$ cat config.mk
export PLATFORM = sky130hd
export DESIGN_NAME = wdet_accum
export DESIGN_NICKNAME = d
export VERILOG_FILES = /design/src/rtl/wdet_pkg.sv /design/src/rtl/wdet_const_mul.sv /design/src/rtl/wdet_term_bank.sv /design/src/rtl/wdet_accum.sv
export SDC_FILE = /design/constraint.sdc
export NUM_CORES = 1
export LEC_CHECK = 0
export BUFFER_PORTS_ARGS = -buffer_cell sky130_fd_sc_hd__buf_2
export CORE_MARGIN = 2
export CORE_UTILIZATION = 35
export CTS_BUF_LIST = sky130_fd_sc_hd__clkbuf_4
export DETAILED_ROUTE_END_ITERATION = 10
export PLACE_DENSITY_LB_ADDON = 0.08
export REMOVE_ABC_BUFFERS = 1
export SETUP_SLACK_MARGIN = 0.3
export SLEW_MARGIN = 20
export SYNTH_ARGS = -nofsm -noshare
export SYNTH_HDL_FRONTEND = slang
export SYNTH_SLANG_ARGS = --single-unit
$ cat constraint.sdc
create_clock -name clk -period 13.8 [get_ports clk]
set_input_delay 2.76 -clock clk [delete_from_list [all_inputs] [get_ports clk]]
set_output_delay 2.76 -clock clk [all_outputs]
set_load 0.01 [all_outputs]
$ cat src/rtl/wdet_pkg.sv
package wdet_pkg;
  localparam int unsigned GF_W = 8;
  localparam logic [GF_W-1:0] GF_REDUCE = 8'h1D; // x^8 = x^4+x^3+x^2+1

  function automatic logic [GF_W-1:0] gf_mul(input logic [GF_W-1:0] a,
                                             input logic [GF_W-1:0] b);
    logic [GF_W-1:0] acc;
    logic [GF_W-1:0] sh;
    acc = '0;
    sh  = a;
    for (int i = 0; i < GF_W; i++) begin
      if (b[i]) acc = acc ^ sh;
      sh = sh[GF_W-1] ? ({sh[GF_W-2:0], 1'b0} ^ GF_REDUCE) : {sh[GF_W-2:0], 1'b0};
    end
    return acc;
  endfunction

  function automatic logic [GF_W-1:0] alpha_pow(input int e);
    logic [GF_W-1:0] p;
    p = 8'h01;
    for (int i = 0; i < e; i++) p = gf_mul(p, 8'h02);
    return p;
  endfunction
endpackage

$ cat src/rtl/wdet_const_mul.sv
module wdet_const_mul #(
  parameter logic [7:0] K = 8'h02
) (
  input  logic [7:0] a_i,
  output logic [7:0] p_o
);
  // K is fixed at elaboration, so this reduces to an XOR network.
  assign p_o = wdet_pkg::gf_mul(a_i, K);
endmodule

$ cat src/rtl/wdet_term_bank.sv
module wdet_term_bank #(
  parameter int unsigned NT = 8,
  parameter int unsigned W  = 8,
  parameter int unsigned SW = 4
) (
  input  logic          clk,
  input  logic          rst_n,
  input  logic          load_i,
  input  logic          step_i,
  input  logic [NT*W-1:0] minors_i,
  input  logic [SW-1:0] sel_i,
  output logic [W-1:0]  sum_o
);
  logic [W-1:0] term_q  [NT];
  logic [W-1:0] term_d  [NT];
  logic [W-1:0] stepped [NT];
  logic [W-1:0] psum    [NT+1];
  logic         term_en;

  assign term_en = load_i | step_i;
  assign psum[0] = '0;

  for (genvar g = 0; g < NT; g++) begin : g_term
    localparam logic [7:0] KG = wdet_pkg::alpha_pow(2 * g + 1);

    wdet_const_mul #(.K(KG)) u_cmul (
      .a_i(term_q[g]),
      .p_o(stepped[g])
    );

    always_comb begin
      term_d[g] = load_i ? minors_i[g*W +: W] : stepped[g];
    end

    always_ff @(posedge clk or negedge rst_n) begin
      if (!rst_n)       term_q[g] <= '0;
      else if (term_en) term_q[g] <= term_d[g];
    end

    assign psum[g+1] = psum[g] ^ term_q[g];
  end

  // (NT+1)-way selector over the prefix sums.
  always_comb begin
    sum_o = psum[NT];
    for (int k = 0; k <= NT; k++) begin
      if (sel_i == SW'(k)) sum_o = psum[k];
    end
  end
endmodule

$ cat src/rtl/wdet_accum.sv
module wdet_accum #(
  parameter int unsigned MAX_ERR  = 8,
  parameter int unsigned CODE_LEN = 255
) (
  input  logic         clk,
  input  logic         rst_n,
  input  logic         load_i,
  input  logic         adv_i,
  input  logic [3:0]   err_cnt_i,
  input  logic [63:0]  minor_v_i,
  input  logic [71:0]  minor_v1_i,
  output logic [7:0]   h_v_o,
  output logic [7:0]   h_v1_o,
  output logic         valid_o,
  output logic [7:0]   pos_o,
  output logic         done_o
);
  localparam int unsigned W     = wdet_pkg::GF_W;
  localparam int unsigned CW    = $clog2(MAX_ERR + 2);
  localparam int unsigned POS_W = $clog2(CODE_LEN);
  localparam logic [POS_W-1:0] LAST_POS = POS_W'(CODE_LEN - 1);

  // reset: asynchronous assert, synchronous release
  logic [1:0] rst_pipe;
  logic       rst_sync_n;
  always_ff @(posedge clk or negedge rst_n) begin
    if (!rst_n) rst_pipe <= '0;
    else        rst_pipe <= {rst_pipe[0], 1'b1};
  end
  assign rst_sync_n = rst_pipe[1];

  logic             active_q, active_d;
  logic             done_q, done_d;
  logic [POS_W-1:0] pos_q, pos_d;
  logic [CW-1:0]    cnt_q, cnt_d;
  logic [CW-1:0]    cnt_sat;
  logic             step, term_step;
  logic [CW-1:0]    sel_a, sel_b;
  logic [W-1:0]     sum_a, sum_b;

  assign cnt_sat   = (err_cnt_i > CW'(MAX_ERR)) ? CW'(MAX_ERR) : err_cnt_i;
  assign step      = active_q & adv_i & ~load_i;
  assign term_step = step & (pos_q != LAST_POS);

  always_comb begin
    active_d = active_q;
    done_d   = done_q;
    pos_d    = pos_q;
    cnt_d    = cnt_q;
    if (load_i) begin
      active_d = 1'b1;
      done_d   = 1'b0;
      pos_d    = '0;
      cnt_d    = cnt_sat;
    end else if (step) begin
      if (pos_q == LAST_POS) begin
        active_d = 1'b0;
        done_d   = 1'b1;
      end else begin
        pos_d = pos_q + 1'b1;
      end
    end
  end

  always_ff @(posedge clk or negedge rst_sync_n) begin
    if (!rst_sync_n) begin
      active_q <= 1'b0;
      done_q   <= 1'b0;
      pos_q    <= '0;
      cnt_q    <= '0;
    end else begin
      active_q <= active_d;
      done_q   <= done_d;
      pos_q    <= pos_d;
      cnt_q    <= cnt_d;
    end
  end

  assign sel_a = cnt_q;
  assign sel_b = (cnt_q == '0) ? '0 : cnt_q + 1'b1;

  wdet_term_bank #(.NT(MAX_ERR), .W(W), .SW(CW)) u_bank_v (
    .clk(clk), .rst_n(rst_sync_n), .load_i(load_i), .step_i(term_step),
    .minors_i(minor_v_i), .sel_i(sel_a), .sum_o(sum_a)
  );

  wdet_term_bank #(.NT(MAX_ERR + 1), .W(W), .SW(CW)) u_bank_v1 (
    .clk(clk), .rst_n(rst_sync_n), .load_i(load_i), .step_i(term_step),
    .minors_i(minor_v1_i), .sel_i(sel_b), .sum_o(sum_b)
  );

  assign h_v_o   = active_q ? sum_a : '0;
  assign h_v1_o  = active_q ? sum_b : '0;
  assign valid_o = active_q;
  assign pos_o   = pos_q;
  assign done_o  = done_q;
endmodule

==> results summary <==
The run finished with clean final reports. The floorplan step defined a core boundary enclosing 35400 um2. Internal power comes to ~1700 uW. The least setup slack across all paths after layout is 6620 ps. For this design, the slowest cell found on the critical path is sky130_fd_sc_hd__a2111oi_1. The maximum buffer depth of the clock tree came out at 2. The total overflow left after global routing is 0.

The max-cap check violation count came out at 0. The final layout contains routed wiring with a total length of 37400 um. The proportion of synthesized flip-flops having asynchronous set or reset is 1.00. The post-layout minimum cycle time is between 7000 and 8000 ps. The TritonCTS buffer count is 17. The unique cell type count in the Yosys netlist came out at 73.

The count of cells along the worst hold path came out at 0. The filler cell count in the final layout came out at 3752. VDD sags by at most 0.117 mV. The share of power burned in combinational logic is 0.633. The max-slew violation count is 0. Detailed placement ended at an HPWL of 27500 um. The overall fraction of global-route tracks in use came out at 0.206. STA classifies the critical path startpoint as a flop. The largest net degree at the start of global routing came out at 94. STA classifies the critical path endpoint as an output port.

The cell seen most often among critical-path stages is sky130_fd_sc_hd__a2111oi_1. Input and output buffers added on the ports amount to between 150 and 200. The type of the setup path with the least slack is flop to output port. The cell family contributing the most delay on the critical path is compound AO/OA/AOI/OAI gates. In this run the post-CTS setup repair buffer count came out at 0. Counting both buffers and inverters, the worst setup path holds a total of 2. The number of nets in the layout is 1695. The synthesized netlist cell count is 1500. Relative to the synthesized area, the layout overhead comes to 9.78%. The flip-flop and latch count after synthesis came out at 152. In the final layout, the share of cells above drive strength 1 is 0.157.

The via count of the first global-routing pass is between 9000 and 10000. The min-delay analysis places its worst path in the category flop to flop. Counting flops with a built-in enable in the synthesized netlist gives 0. The endpoint arrival time on the critical path came out at 4420 ps. The dominant synthesized flop cell is sky130_fd_sc_hd__dfrtp_1. CTS placed an instance of sky130_fd_sc_hd__clkbuf_4 at the clock tree root.

The number of warnings reported in the yosys synthesis log came out at 0. The starting DRC count in detailed routing came out at 606. The row count is 69. The average wire per standard cell is 18.5 um. The DRC violations left is 0. The number of vias per cell after detailed routing is about 5.1. The die is 193 um wide. The transition time of the tightest slew-check pin is between 1000 and 1500 ps. The critical path goes through inv_1 > ha_1 > or3_1 > nor2_1 > o21ai_0 > a221oi_1 > a2111oi_1 > a2111oi_1 > buf_2.

For this configuration, the core starts out at a cell density of 0.353. The number of clock sinks is 152. The count of nets left with antenna violations once routing finished came out at 0. The number of levels in the clock H-tree is 4. Hold repair after CTS inserted 0 buffers.

Of the total power, the share spent switching nets is 0.458. The number of antenna violations at the first check in global routing came out at 2. The total number of cells along the worst setup path came out at 9. Setup repair after global routing left no endpoint under its margin. The quantity of gates resized following cts came out at 0. The count of cells along the worst register-to-register path came out at 10. The biggest fanout along the worst timing path is 16. Dividing the final minimum period by the clock period gives 0.520. The sequential share of the synthesized area is 0.304. The worst slew margin relative to its limit came out at 0.325. The first-pass GRT wire length is 58300 um. The largest incremental delay on the critical path came out at roughly 600 ps. The last weighted congestion value of the routability-driven placer came out at 0.848. The average footprint of a synthesized cell came out at 8.34 um2. Clock skew on the completed layout was measured at 20.1 ps.

The full die area came out at 37300 um2. The number of top-level pins is 170. At the worst endpoint, the required time is 11040 ps.

The number of iterations in the first detailed-routing pass came out at 4. The clock-pin slew on the worst setup and hold paths is 150 ps. The latest clock arrival within the worst-skew pair is 630 ps. The detailed router placed 10223 vias in this run. The fraction of power consumed by sequential logic came out at 0.269.

The analysis attributes to cell leakage a power of 0.00579 uW. The net load switching power is 1450 uW. The number of setup violations in the final report is 0. The summed instance area of the synthesized netlist is 12500 um2. The final number of hold-violating endpoints is 0. The worst setup timing slack at the placement stage came out at 7340 ps. The clock network fraction of total power came out at 0.098. The power density normalized to cell area is 231 nW/um2. TritonCTS built the clock tree. For the final routed database, the setup TNS stands at 0 ps. The die is 193 um tall.

The maximum achievable frequency came out at about 0.14 GHz.
[area by class of cell]
class,count,area (um2),area share
inverter,16,60.1,0.00438
multi-input combinational,1180,8050,0.586
tap,461,577,0.0420
sequential,152,3810,0.277
clock inverter,15,178,0.0129
timing repair buffer,178,922,0.0672
antenna,2,5.00,0.000365
clock buffer,17,128,0.00930
[per-layer routing]
| layer | track usage | routed length [um] | up-vias | share of wire |
|---|---|---|---|---|
| li1 | - | - | 5107 | - |
| met1 | 0.273 | 17100 | 4907 | 0.46 |
| met2 | 0.352 | 18600 | 186 | 0.50 |
| met3 | 0.0315 | 1210 | 23 | 0.032 |
| met4 | 0.0475 | 442 | 0 | 0.012 |
| met5 | 0 | 0 | - | 0 |
[power groups by stage]
stage | sequential (uW) | clock, uW | combinational (uW)
finish | 853 | 311 | 2010
global placement | 867 | 0 | 2020
global route | 880 | 347 | 2240
floorplan | 771 | 0 | 1600
CTS | 858 | 327 | 2030
detailed placement | 865 | 0 | 2020
[kinds of logic after synthesis]
family	synth area share
other cells	0.000300
flops	0.304
buf+inv	0.0528
mux	0.0387
fa+ha+maj	0.00600
simple gates	0.127
xor+xnor	0.291
compound gates	0.180
[synth_stat cells, drive strengths merged, types with 3 or more instances]
cell | n | area [um2]
a31oi | 21 | 131
o32ai | 5 | 43.8
o211ai | 6 | 45.0
nor2b | 6 | 37.5
a211oi | 11 | 82.6
xor2 | 98 | 888
a2111oi | 3 | 28.8
a21boi | 3 | 22.5
clkbuf | 135 | 513
o2111a | 4 | 45.0
mux2 | 17 | 191
o21ai | 166 | 831
dfrtp | 152 | 3800
o31ai | 4 | 30.0
nor3 | 7 | 35.0
o21a | 7 | 52.6
ha | 6 | 75.1
nor4b | 3 | 26.3
xnor3 | 18 | 408
a22oi | 4 | 30.0
inv | 15 | 56.3
o22ai | 7 | 43.8
a311oi | 3 | 26.3
nor2 | 134 | 503
xor3 | 11 | 262
xnor2 | 234 | 2080
and2 | 3 | 18.8
nand3b | 4 | 30.0
buf | 17 | 87.6
a21o | 5 | 37.5
mux2i | 27 | 270
or2 | 6 | 37.5
nand2b | 12 | 75.1
a21oi | 99 | 495
a221oi | 6 | 52.6
nand3 | 11 | 55.1
nand2 | 191 | 717
a311o | 3 | 30.0
[per-stage QoR]
step	instances	total power, uW	instance area, um2	util	hold WS [ps]
3_3_place_gp	1987	2890	13400	0.379	336
2_1_floorplan	1348	2380	11900	-	331
6_report	2021	3180	13700	0.388	379
3_5_place_dp	1987	2880	13400	0.379	347
4_1_cts	2019	3220	13700	0.388	382
5_1_grt	2021	3470	13700	0.388	386
[layout by cell type (no fill, tap or decap), types with 9 or more instances in the layout]
master	n
sky130_fd_sc_hd__xnor2_1	230
sky130_fd_sc_hd__nand2_1	191
sky130_fd_sc_hd__buf_2	168
sky130_fd_sc_hd__o21ai_0	156
sky130_fd_sc_hd__dfrtp_1	151
sky130_fd_sc_hd__nor2_1	133
sky130_fd_sc_hd__a21oi_1	99
sky130_fd_sc_hd__xor2_1	94
sky130_fd_sc_hd__mux2i_1	27
sky130_fd_sc_hd__a31oi_1	21
sky130_fd_sc_hd__mux2_2	17
sky130_fd_sc_hd__clkbuf_4	17
sky130_fd_sc_hd__xnor3_1	16
sky130_fd_sc_hd__inv_1	14
sky130_fd_sc_hd__nand2b_1	12
sky130_fd_sc_hd__a211oi_1	11
sky130_fd_sc_hd__xor3_1	11
sky130_fd_sc_hd__nand3_1	11
sky130_fd_sc_hd__o21ai_1	10
sky130_fd_sc_hd__buf_4	9
[worst paths after layout]
kind | slack, ps | to | startpoint
worst max-delay path | 6620 | h_v1_o[6] | cnt_q[0]
worst min-delay path | 380 | rst_pipe[1] | rst_pipe[0]
worst max register to register | 10510 | pos_o[5] | pos_o[0]
worst min register to register | 380 | rst_pipe[1] | rst_pipe[0]
max in group asynchronous | 11820 | rst_pipe[1] | rst_n
min in group asynchronous | 390 | u_bank_v1.term_q[56] | rst_pipe[1]
[sequential cells by signal, indices dropped and copies added, names as in the netlist]
register,flops
u_bank_v1.term_q,64
u_bank_v.term_q,56
pos_o,8
u_bank_v.psum,8
u_bank_v1.psum,8
cnt_q,4
rst_pipe,2
done_o,1
valid_o,1
Note: power is estimated with default switching activity, not from simulation.
